**src/rtl/hpt_walker_pkg.sv**
```systemverilog
package hpt_walker_pkg;

  typedef enum logic [1:0] {
    ST_IDLE  = 2'd0,
    ST_ISSUE = 2'd1,
    ST_WAIT  = 2'd2,
    ST_RESP  = 2'd3
  } walk_state_t;

  localparam int unsigned PTE_W         = 64;
  localparam int unsigned PTE_VALID_BIT = 63;
  localparam int unsigned PTE_KIND_BIT  = 62;
  localparam int unsigned PTE_TAG_LSB   = 32;
  localparam int unsigned PTE_PPN_LSB   = 0;
  localparam int unsigned PTE_BYTE_SH   = 3;

endpackage

```
**src/rtl/hpt_rst_sync.sv**
```systemverilog
module hpt_rst_sync (
  input  logic clk,
  input  logic rst_n_in,
  output logic rst_n_out
);

  logic meta_q;
  logic sync_q;

  always_ff @(posedge clk or negedge rst_n_in) begin
    if (!rst_n_in) begin
      meta_q <= 1'b0;
      sync_q <= 1'b0;
    end else begin
      meta_q <= 1'b1;
      sync_q <= meta_q;
    end
  end

  assign rst_n_out = sync_q;

endmodule

```
**src/rtl/hpt_hash.sv**
```systemverilog
module hpt_hash #(
  parameter int unsigned VPN_W     = 20,
  parameter int unsigned PID_W     = 6,
  parameter int unsigned SLOT_BITS = 6
) (
  input  logic [VPN_W-1:0]     vpn,
  input  logic [PID_W-1:0]     pid,
  output logic [SLOT_BITS-1:0] slot_pri,
  output logic [SLOT_BITS-1:0] slot_sec
);

  logic [SLOT_BITS-1:0] pid_fold;

  generate
    if (PID_W >= SLOT_BITS) begin : g_pid_trunc
      assign pid_fold = pid[SLOT_BITS-1:0];
    end else begin : g_pid_ext
      assign pid_fold = {{(SLOT_BITS-PID_W){1'b0}}, pid};
    end
  endgenerate

  assign slot_pri = vpn[SLOT_BITS-1:0] ^ pid_fold;
  assign slot_sec = ~slot_pri;

endmodule

```
**src/rtl/hpt_addr_gen.sv**
```systemverilog
module hpt_addr_gen #(
  parameter int unsigned ADDR_W    = 32,
  parameter int unsigned SLOT_BITS = 6,
  parameter int unsigned ENTRIES   = 8
) (
  input  logic [ADDR_W-1:0]          base,
  input  logic [SLOT_BITS-1:0]       slot,
  input  logic [$clog2(ENTRIES)-1:0] idx,
  output logic [ADDR_W-1:0]          addr
);

  import hpt_walker_pkg::*;

  localparam int unsigned IDX_W = $clog2(ENTRIES);
  localparam int unsigned OFF_W = SLOT_BITS + IDX_W + PTE_BYTE_SH;

  logic [ADDR_W-1:0] offset;

  generate
    if (ADDR_W > OFF_W) begin : g_pad
      assign offset = {{(ADDR_W-OFF_W){1'b0}}, slot, idx, {PTE_BYTE_SH{1'b0}}};
    end else begin : g_fit
      assign offset = ADDR_W'({slot, idx, {PTE_BYTE_SH{1'b0}}});
    end
  endgenerate

  assign addr = base + offset;

endmodule

```
**src/rtl/hpt_entry_match.sv**
```systemverilog
module hpt_entry_match #(
  parameter int unsigned VPN_W = 20,
  parameter int unsigned PPN_W = 20
) (
  input  logic [63:0]      pte,
  input  logic [VPN_W-1:0] vpn,
  input  logic             kind,
  output logic             match,
  output logic [PPN_W-1:0] ppn
);

  import hpt_walker_pkg::*;

  logic tag_eq;

  assign tag_eq = (pte[PTE_TAG_LSB +: VPN_W] == vpn);
  assign match  = pte[PTE_VALID_BIT] && (pte[PTE_KIND_BIT] == kind) && tag_eq;
  assign ppn    = pte[PTE_PPN_LSB +: PPN_W];

endmodule

```
**src/rtl/hpt_walker.sv**
```systemverilog
module hpt_walker #(
  parameter int unsigned ADDR_W    = 32,
  parameter int unsigned VPN_W     = 20,
  parameter int unsigned PPN_W     = 20,
  parameter int unsigned PID_W     = 6,
  parameter int unsigned SLOT_BITS = 6,
  parameter int unsigned ENTRIES   = 8
) (
  input  logic              clk,
  input  logic              rst_n,
  input  logic [ADDR_W-1:0] tbl_base,
  input  logic              req_valid,
  output logic              req_ready,
  input  logic [VPN_W-1:0]  req_vpn,
  input  logic [PID_W-1:0]  req_pid,
  output logic              mem_req,
  output logic [ADDR_W-1:0] mem_addr,
  input  logic              mem_rvalid,
  input  logic [63:0]       mem_rdata,
  output logic              done,
  output logic              hit,
  output logic [PPN_W-1:0]  ppn
);

  import hpt_walker_pkg::*;

  localparam int unsigned IDX_W = $clog2(ENTRIES);
  localparam logic [IDX_W-1:0] LAST_IDX = IDX_W'(ENTRIES - 1);

  logic rst_n_s;

  walk_state_t          state_q, state_d;
  logic [VPN_W-1:0]     vpn_q;
  logic [PID_W-1:0]     pid_q;
  logic [ADDR_W-1:0]    base_q;
  logic                 kind_q, kind_d;
  logic [IDX_W-1:0]     idx_q, idx_d;
  logic                 hit_q, hit_d;
  logic [PPN_W-1:0]     ppn_q, ppn_d;

  logic                 ctx_en, pos_en, res_en;
  logic [SLOT_BITS-1:0] slot_pri, slot_sec, slot_cur;
  logic                 ent_match;
  logic [PPN_W-1:0]     ent_ppn;
  logic                 last_entry;

  hpt_rst_sync u_rst_sync (
    .clk       (clk),
    .rst_n_in  (rst_n),
    .rst_n_out (rst_n_s)
  );

  hpt_hash #(
    .VPN_W     (VPN_W),
    .PID_W     (PID_W),
    .SLOT_BITS (SLOT_BITS)
  ) u_hash (
    .vpn      (vpn_q),
    .pid      (pid_q),
    .slot_pri (slot_pri),
    .slot_sec (slot_sec)
  );

  assign slot_cur = kind_q ? slot_sec : slot_pri;

  hpt_addr_gen #(
    .ADDR_W    (ADDR_W),
    .SLOT_BITS (SLOT_BITS),
    .ENTRIES   (ENTRIES)
  ) u_addr (
    .base (base_q),
    .slot (slot_cur),
    .idx  (idx_q),
    .addr (mem_addr)
  );

  hpt_entry_match #(
    .VPN_W (VPN_W),
    .PPN_W (PPN_W)
  ) u_match (
    .pte   (mem_rdata),
    .vpn   (vpn_q),
    .kind  (kind_q),
    .match (ent_match),
    .ppn   (ent_ppn)
  );

  assign last_entry = (idx_q == LAST_IDX);

  // Next-state logic
  always_comb begin
    state_d = state_q;
    kind_d  = kind_q;
    idx_d   = idx_q;
    hit_d   = hit_q;
    ppn_d   = ppn_q;
    ctx_en  = 1'b0;
    pos_en  = 1'b0;
    res_en  = 1'b0;
    unique case (state_q)
      ST_IDLE: begin
        if (req_valid) begin
          ctx_en  = 1'b1;
          pos_en  = 1'b1;
          kind_d  = 1'b0;
          idx_d   = '0;
          state_d = ST_ISSUE;
        end
      end
      ST_ISSUE: begin
        state_d = ST_WAIT;
      end
      ST_WAIT: begin
        if (mem_rvalid) begin
          if (ent_match) begin
            res_en  = 1'b1;
            hit_d   = 1'b1;
            ppn_d   = ent_ppn;
            state_d = ST_RESP;
          end else if (!last_entry) begin
            pos_en  = 1'b1;
            idx_d   = idx_q + IDX_W'(1);
            state_d = ST_ISSUE;
          end else if (!kind_q) begin
            pos_en  = 1'b1;
            kind_d  = 1'b1;
            idx_d   = '0;
            state_d = ST_ISSUE;
          end else begin
            res_en  = 1'b1;
            hit_d   = 1'b0;
            ppn_d   = '0;
            state_d = ST_RESP;
          end
        end
      end
      ST_RESP: begin
        state_d = ST_IDLE;
      end
      default: begin
        state_d = ST_IDLE;
      end
    endcase
  end

  // Registers
  always_ff @(posedge clk or negedge rst_n_s) begin
    if (!rst_n_s) begin
      state_q <= ST_IDLE;
      vpn_q   <= '0;
      pid_q   <= '0;
      base_q  <= '0;
      kind_q  <= 1'b0;
      idx_q   <= '0;
      hit_q   <= 1'b0;
      ppn_q   <= '0;
    end else begin
      state_q <= state_d;
      if (ctx_en) begin
        vpn_q  <= req_vpn;
        pid_q  <= req_pid;
        base_q <= tbl_base;
      end
      if (pos_en) begin
        kind_q <= kind_d;
        idx_q  <= idx_d;
      end
      if (res_en) begin
        hit_q <= hit_d;
        ppn_q <= ppn_d;
      end
    end
  end

  assign req_ready = (state_q == ST_IDLE);
  assign mem_req   = (state_q == ST_ISSUE);
  assign done      = (state_q == ST_RESP);
  assign hit       = hit_q;
  assign ppn       = ppn_q;

endmodule

```
**config.mk**
```make
export PLATFORM = sky130hd
export DESIGN_NAME = hpt_walker
export DESIGN_NICKNAME = d
export VERILOG_FILES = /design/src/rtl/hpt_walker_pkg.sv /design/src/rtl/hpt_rst_sync.sv /design/src/rtl/hpt_hash.sv /design/src/rtl/hpt_addr_gen.sv /design/src/rtl/hpt_entry_match.sv /design/src/rtl/hpt_walker.sv
export SDC_FILE = /design/constraint.sdc
export NUM_CORES = 1
export LEC_CHECK = 0
export CAP_MARGIN = 10
export CORE_ASPECT_RATIO = 1.1
export CORE_MARGIN = 10
export CORE_UTILIZATION = 45
export DETAILED_ROUTE_END_ITERATION = 7
export PLACE_DENSITY = 0.83
export SLEW_MARGIN = 10
export SYNTH_ARGS = -nofsm -noshare
export SYNTH_HDL_FRONTEND = slang
export SYNTH_SLANG_ARGS = --single-unit
export TNS_END_PERCENT = 50
```
**constraint.sdc**
```tcl
create_clock -name clk -period 8.15 [get_ports clk]
set_input_delay 1.63 -clock clk [delete_from_list [all_inputs] [get_ports clk]]
set_output_delay 1.63 -clock clk [all_outputs]
set_load 0.01 [all_outputs]
```
---- Yosys cells after proc, flatten, opt, wreduce, memory -nomap -nowiden ----
Index checks and enable logic that the tools add are counted.
cells by class
  reduce and logical (&&, ||, !) cells .... 10
  divide/modulo/power cells ............... 0
  equality and inequality tests ........... 11
  order comparisons ....................... 0
  multiplexer cells ....................... 36
  shift-type cells ........................ 0
  add/subtract/negate cells ............... 2
  bitwise operators ....................... 2
  multipliers ............................. 0
operators by type and width
  cell                                           number
  2-to-1 mux 20 bit                              3
  adder 32 x 12 -> 32 bit                        1
  == test 20 bit                                 1
  2-to-1 mux 1 bit                               18
  2-to-1 mux 3 bit                               5
  AND reduction 6 bit                            2
  2-to-1 mux 2 bit                               5
  inequality test 2 bit, second input constant   4
  one-hot mux 2 bit (4 select lines)             1
  2-to-1 mux 6 bit                               1
  NOT 6 bit                                      1
  one-hot mux 3 bit (2 select lines)             1
  nonzero test 2 bit                             3
  bitwise XOR 6 bit                              1
  AND reduction 5 bit                            1
  == test 2 bit, second input constant           2
  one-hot mux 1 bit (2 select lines)             2
  adder 3 x 1 -> 3 bit, second input constant    1
  == test 3 bit, second input constant           1
  inequality test 3 bit, second input constant   1
  == test 2 x 1 -> 1 bit, second input constant  1
  logical AND 1 bit                              2
  zero test 2 bit                                1
  AND reduction 2 bit                            1
  == test 1 bit                                  1
word-level totals
  ROM bits ................................ 0
  latch bits .............................. 0
  RAM bits ................................ 0
  register bits after elaboration ......... 87
  logic and storage cells ................. 71
  output and inout bits ................... 56
  memories kept ........................... 0

---- Longest topological paths before layout ----
  word-level depth ........................ 7
  gate-level depth with buffers ........... 10

---- Hierarchy ----
From an unflattened synthesis, not the netlist that was laid out.
second synthesis, totals
  cells, all modules ...................... 388
  area, all modules ....................... 4979.8 sq um
by module, submodules not included
  module           area each (sq um)  cells an instance  instances
  hpt_walker       3573.4             213                1
  hpt_addr_gen     867.1              111                1
  hpt_entry_match  380.4              49                 1
  hpt_hash         105.1              12                 1
  hpt_rst_sync     53.8               3                  1

---- Least setup slack after synthesis ----
OpenSTA, ideal clock, no wires.
  path type ............................... reg-to-output
  from .................................... reg vpn_q[2]
  to ...................................... out mem_addr[25]
  data arrival time ....................... 2030 ps
  required time ........................... 6520 ps
  cell stages (with the launch flop) ...... 10
  buffers on the path ..................... 0
  slack ................................... 4490 ps
  cells stage by stage .................... dfrtp_1 > xnor2_1 > xnor2_1 > ha_1 > and4_1 > a21o_1 > o2111ai_1 > nand3_2 > nand4_1 > xnor2_1
between the ends
  cells in the longest elaborated chain, start to end .. 4
ends and longest elaborated chain
  item                         RTL line            RTL
  start, declared              hpt_walker.sv:33    logic [VPN_W-1:0] vpn_q;
  start signal, assigned       hpt_walker.sv:160   vpn_q <= req_vpn;
  bitwise XOR 6 bit (*)        hpt_hash.sv:22      assign slot_pri = vpn[SLOT_BITS-1:0] ^ pid_fold;
  NOT 6 bit                    hpt_hash.sv:23      assign slot_sec = ~slot_pri;
  2-to-1 mux 6 bit (*)         hpt_walker.sv:64    assign slot_cur = kind_q ? slot_sec : slot_pri;
  adder 32 x 12 -> 32 bit (*)  hpt_addr_gen.sv:27  assign addr = base + offset;
  end, declared                hpt_walker.sv:17    output logic [ADDR_W-1:0] mem_addr,
Mark *: on every way between the ends. The rest lies on a longest branch, timed or not.

---- Final worst setup path ----
  from .................................... reg kind_q
  to ...................................... out mem_addr[28]
between the ends
  cells in the longest elaborated chain, start to end .. 2
ends and longest elaborated chain
  item                     RTL line            RTL
  start, declared          hpt_walker.sv:36    logic kind_q, kind_d;
  start signal, assigned   hpt_walker.sv:165   kind_q <= kind_d;
  2-to-1 mux 6 bit         hpt_walker.sv:64
  adder 32 x 12 -> 32 bit  hpt_addr_gen.sv:27
No other way between the ends.

==> reports/qor.csv <==
stage,metric,value,unit
timing,count of final setup violators,0,
power,Power per Cell Area,388.9,mW/mm^2
min_path,Hold Path Class,reg2reg,
timing,RSZ-0062 raised after global routing,false,
worst_setup_path,CP endpoint kind,output port,
cells_and_area,Fillers,794,
floorplanning,row count,38,
logic_synthesis,mux contribution to synthesized area,0.1503,
cells_and_area,Multi-input gate area,0.002183,sq mm
logic_synthesis,Commonest cells post-synth,"dfrtp_1 (87), mux2_2 (56), nand2_1 (55)",
cells_and_area,nets,692,
detailed_routing,wire length on met3,1117,um
cells_and_area,share of layout cells above drive strength 1,0.1503,
logic_synthesis,post-synth top area cell,dfrtp_1,
clock_network,Resize count post-CTS,0,
power,Leak,2.629,nW
global_routing,largest net degree at the start of global routing,86,
logic_synthesis,xor and xnor area share after synthesis,0.1132,
power,VDD IR max,0.0001807,V
timing,setup TNS,0,ps
clock_network,CTS tree,yes,
status,status,finished clean,
logic_synthesis,post-synth cell types,43,
timing,Fin. Hold Viols,0,
logic_synthesis,"count leader, synth",dfrtp_1,
timing,final worst slack,3146,ps
logic_synthesis,share of the synthesized area in the top cell type,0.4852,
timing,Max Clk Rate,199.8,MHz
detailed_routing,DRC errors left,0,
timing,min cycle time layout,5004,ps
detailed_routing,Antenna Nets Post-Route,0,
detailed_routing,metal2 WL,5758,um
floorplanning,Core Area,0.009794,sq mm
timing,Rel. slew slack,0.2749,
cells_and_area,# diodes,0,
global_routing,vias in the first global route,3714,
clock_network,Longest Clk Path Bufs,2,
logic_synthesis,mapped cell area,0.004487,sq mm
clock_network,H-Tree Depth,3,
placed_design,I/O Buffers,159,
cells_and_area,Layout area overhead,42.53,%
clock_network,clk slew on worst S/H paths,80,ps
global_routing,total gr overflow,0,
logic_synthesis,combinational family with the most area after synthesis,multiplexers,
detailed_routing,DR vias,3435,
logic_synthesis,sequential area share after synthesis,0.4852,
clock_network,setup bufs post-CTS,0,
worst_setup_path,Worst EP required,6520,ps
detailed_routing,number of vias per cell,5.059,
clock_network,Clock Latency Late Sink,360,ps
worst_setup_path,WP data arrival,3370,ps
detailed_routing,Detailed Route Iter0 Violations,101,
detailed_routing,DR top layer,met4,
logic_synthesis,synth top area cells,"dfrtp_1 (49%), mux2_2 (14%), xnor2_1 (9.4%)",
worst_setup_path,CP Launch Type,flop,
clock_network,TritonCTS Buffers,9,
floorplanning,DIE AREA,0.01437,sq mm
detailed_routing,DR pass1 iterations,4,
worst_setup_path,worst-path fanout max,10,
logic_synthesis,"Primary FF master, synth",dfrtp_1,
detailed_routing,WL per Instance,17.25,um
global_routing,GRT Overall Usage,0.1626,
logic_synthesis,Synth Area in Simple Gates,0.1224,
timing,Tightest Pin Transition,1088,ps
cells_and_area,register area,0.002181,sq mm
clock_network,hold_buf cts,0,
logic_synthesis,"EDFF count, synth",0,
placed_design,hpwl dp,9217,um
worst_setup_path,WS Path Type,reg2out,
floorplanning,Initial Utilization,0.4581,
clock_network,Root Driver,clkbuf_8,
placed_design,GPL Wtd Cong,0.8066,
logic_synthesis,Synth Area in Compound Gates,0.06442,
logic_synthesis,syn_nets,539,
logic_synthesis,Yosys warning total,0,
logic_synthesis,Adder-Cell Fraction of Synth Area,0.03514,
timing,final number of max-transition violations,0,
floorplanning,Die Span X,115.2,um
placed_design,pre-CTS WS,3563,ps
detailed_routing,Met1 Routed Length,4643,um
logic_synthesis,Yosys reg bits,87,
global_routing,initial antenna violation count,0,
logic_synthesis,Async SR Flop Fraction,1.000,
global_routing,first-pass GRT wire length,18910,um
clock_network,clk sink count,87,
detailed_routing,DRT Wirelength,11710,um
timing,clock skew,11.48,ps
floorplanning,die height,124.7,um
timing,fin crit share,0.6140,
logic_synthesis,Gate Count Post-Synth,401,
logic_synthesis,"Avg Cell Area, Syn",11.19,sq um
run,max cap viols,0,
floorplanning,io pins,182,
[cells in the final DEF (no fill, tap or decap), types with 2 or more instances in the layout]
cell type / instances
a211oi_1: 2
a21o_1: 4
a21oi_1: 8
and3_1: 3
and4_1: 2
buf_4: 2
bufinv_16: 3
clkbuf_8: 11
clkdlybuf4s50_1: 159
dfrtp_1: 86
ha_1: 11
inv_1: 4
mux2_1: 3
mux2_2: 56
nand2_1: 55
nand3_1: 10
nand4_1: 13
nand4_2: 2
nor2_1: 13
nor2b_1: 3
nor4_1: 2
o21ai_0: 4
o21ai_1: 22
xnor2_1: 48
xor2_1: 10
[sequential cells by signal, summed over array words and instances (netlist names)]
name and flops:
state_q 2, vpn_q 20, kind_q 1, base_q 32
hit 1, idx_q 3, u_rst_sync.meta_q 1, u_rst_sync.rst_n_out 1
ppn 20, pid_q 6
[where the power goes]
| part | internal [mW] | total [mW] | switching (mW) | leakage [nW] |
|---|---|---|---|---|
| registers | 0.589 | 0.742 | 0.153 | 1.08 |
| clock network | 0.221 | 0.376 | 0.155 | 0.130 |
| logic | 0.762 | 1.37 | 0.606 | 1.42 |
[worst max-delay path, cell delays in order, from the launching register on]
cell and delay (ps):
dfrtp_1 680, xnor2_1 150, ha_1 370, o21ai_1 110
o21ai_1 190, a21oi_1 160, o21ai_4 340, nand3_1 150
xnor2_1 260, clkdlybuf4s50_1 600
[logic make-up after synthesis]
family / Yosys count
buffers and inverters: 24
xor gates and xnor gates: 58
muxes: 60
adders and majority gates: 12
DFF: 87
other: 1
and+or+nand+nor: 111
AOI/OAI and AO/OA: 48
[per-stage QoR]
| stage | hold slack [ps] | util | instances | area (sq um) | total power, mW |
|---|---|---|---|---|---|
| floorplan | 331.2 | - | 401 | 4487 | 1.546 |
| finish | 368.8 | 0.6529 | 679 | 6395 | 2.487 |
| global route | 377.7 | 0.6529 | 679 | 6395 | 2.670 |
| CTS | 371.2 | 0.6529 | 679 | 6395 | 2.518 |
| detailed placement | 335.8 | 0.6269 | 663 | 6140 | 2.138 |
| global placement | 337.9 | 0.6269 | 663 | 6140 | 2.079 |
[metal layers]
| layer | vias to the layer above | GRT usage |
|---|---|---|
| li1 | 1681 | - |
| met1 | 1625 | 0.1840 |
| met2 | 111 | 0.2669 |
| met3 | 18 | 0.07514 |
| met4 | 0 | 0.04519 |
| met5 | - | 0 |
[layout make-up]
class	instances	area share
Clock buffer	11	0.02367
Clock inverter	5	0.01624
Inverter	5	0.002935
Multi-Input combinational cell	290	0.3414
Sequential cell	87	0.3410
Tap cell	120	0.02348
Timing Repair Buffer	161	0.2512
[path summary, 6_finish.rpt]
kind	end	slack [ps]	cells past startpoint	start
max in group asynchronous	u_rst_sync.rst_n_out$_DFF_PN0_	6570	1	rst_n
worst min register to register	u_rst_sync.rst_n_out$_DFF_PN0_	370	0	u_rst_sync.meta_q$_DFF_PN0_
worst max-delay path	mem_addr[28]	3150	9	kind_q$_DFFE_PN0P_
min in group asynchronous	hit$_DFFE_PN0P_	530	0	u_rst_sync.rst_n_out$_DFF_PN0_
worst max register to register	vpn_q[4]$_DFFE_PN0P_	5880	4	state_q[1]$_DFFE_PN0P_
worst min-delay path	u_rst_sync.rst_n_out$_DFF_PN0_	370	0	u_rst_sync.meta_q$_DFF_PN0_
No activity file was read; power rests on OpenSTA's default activity.
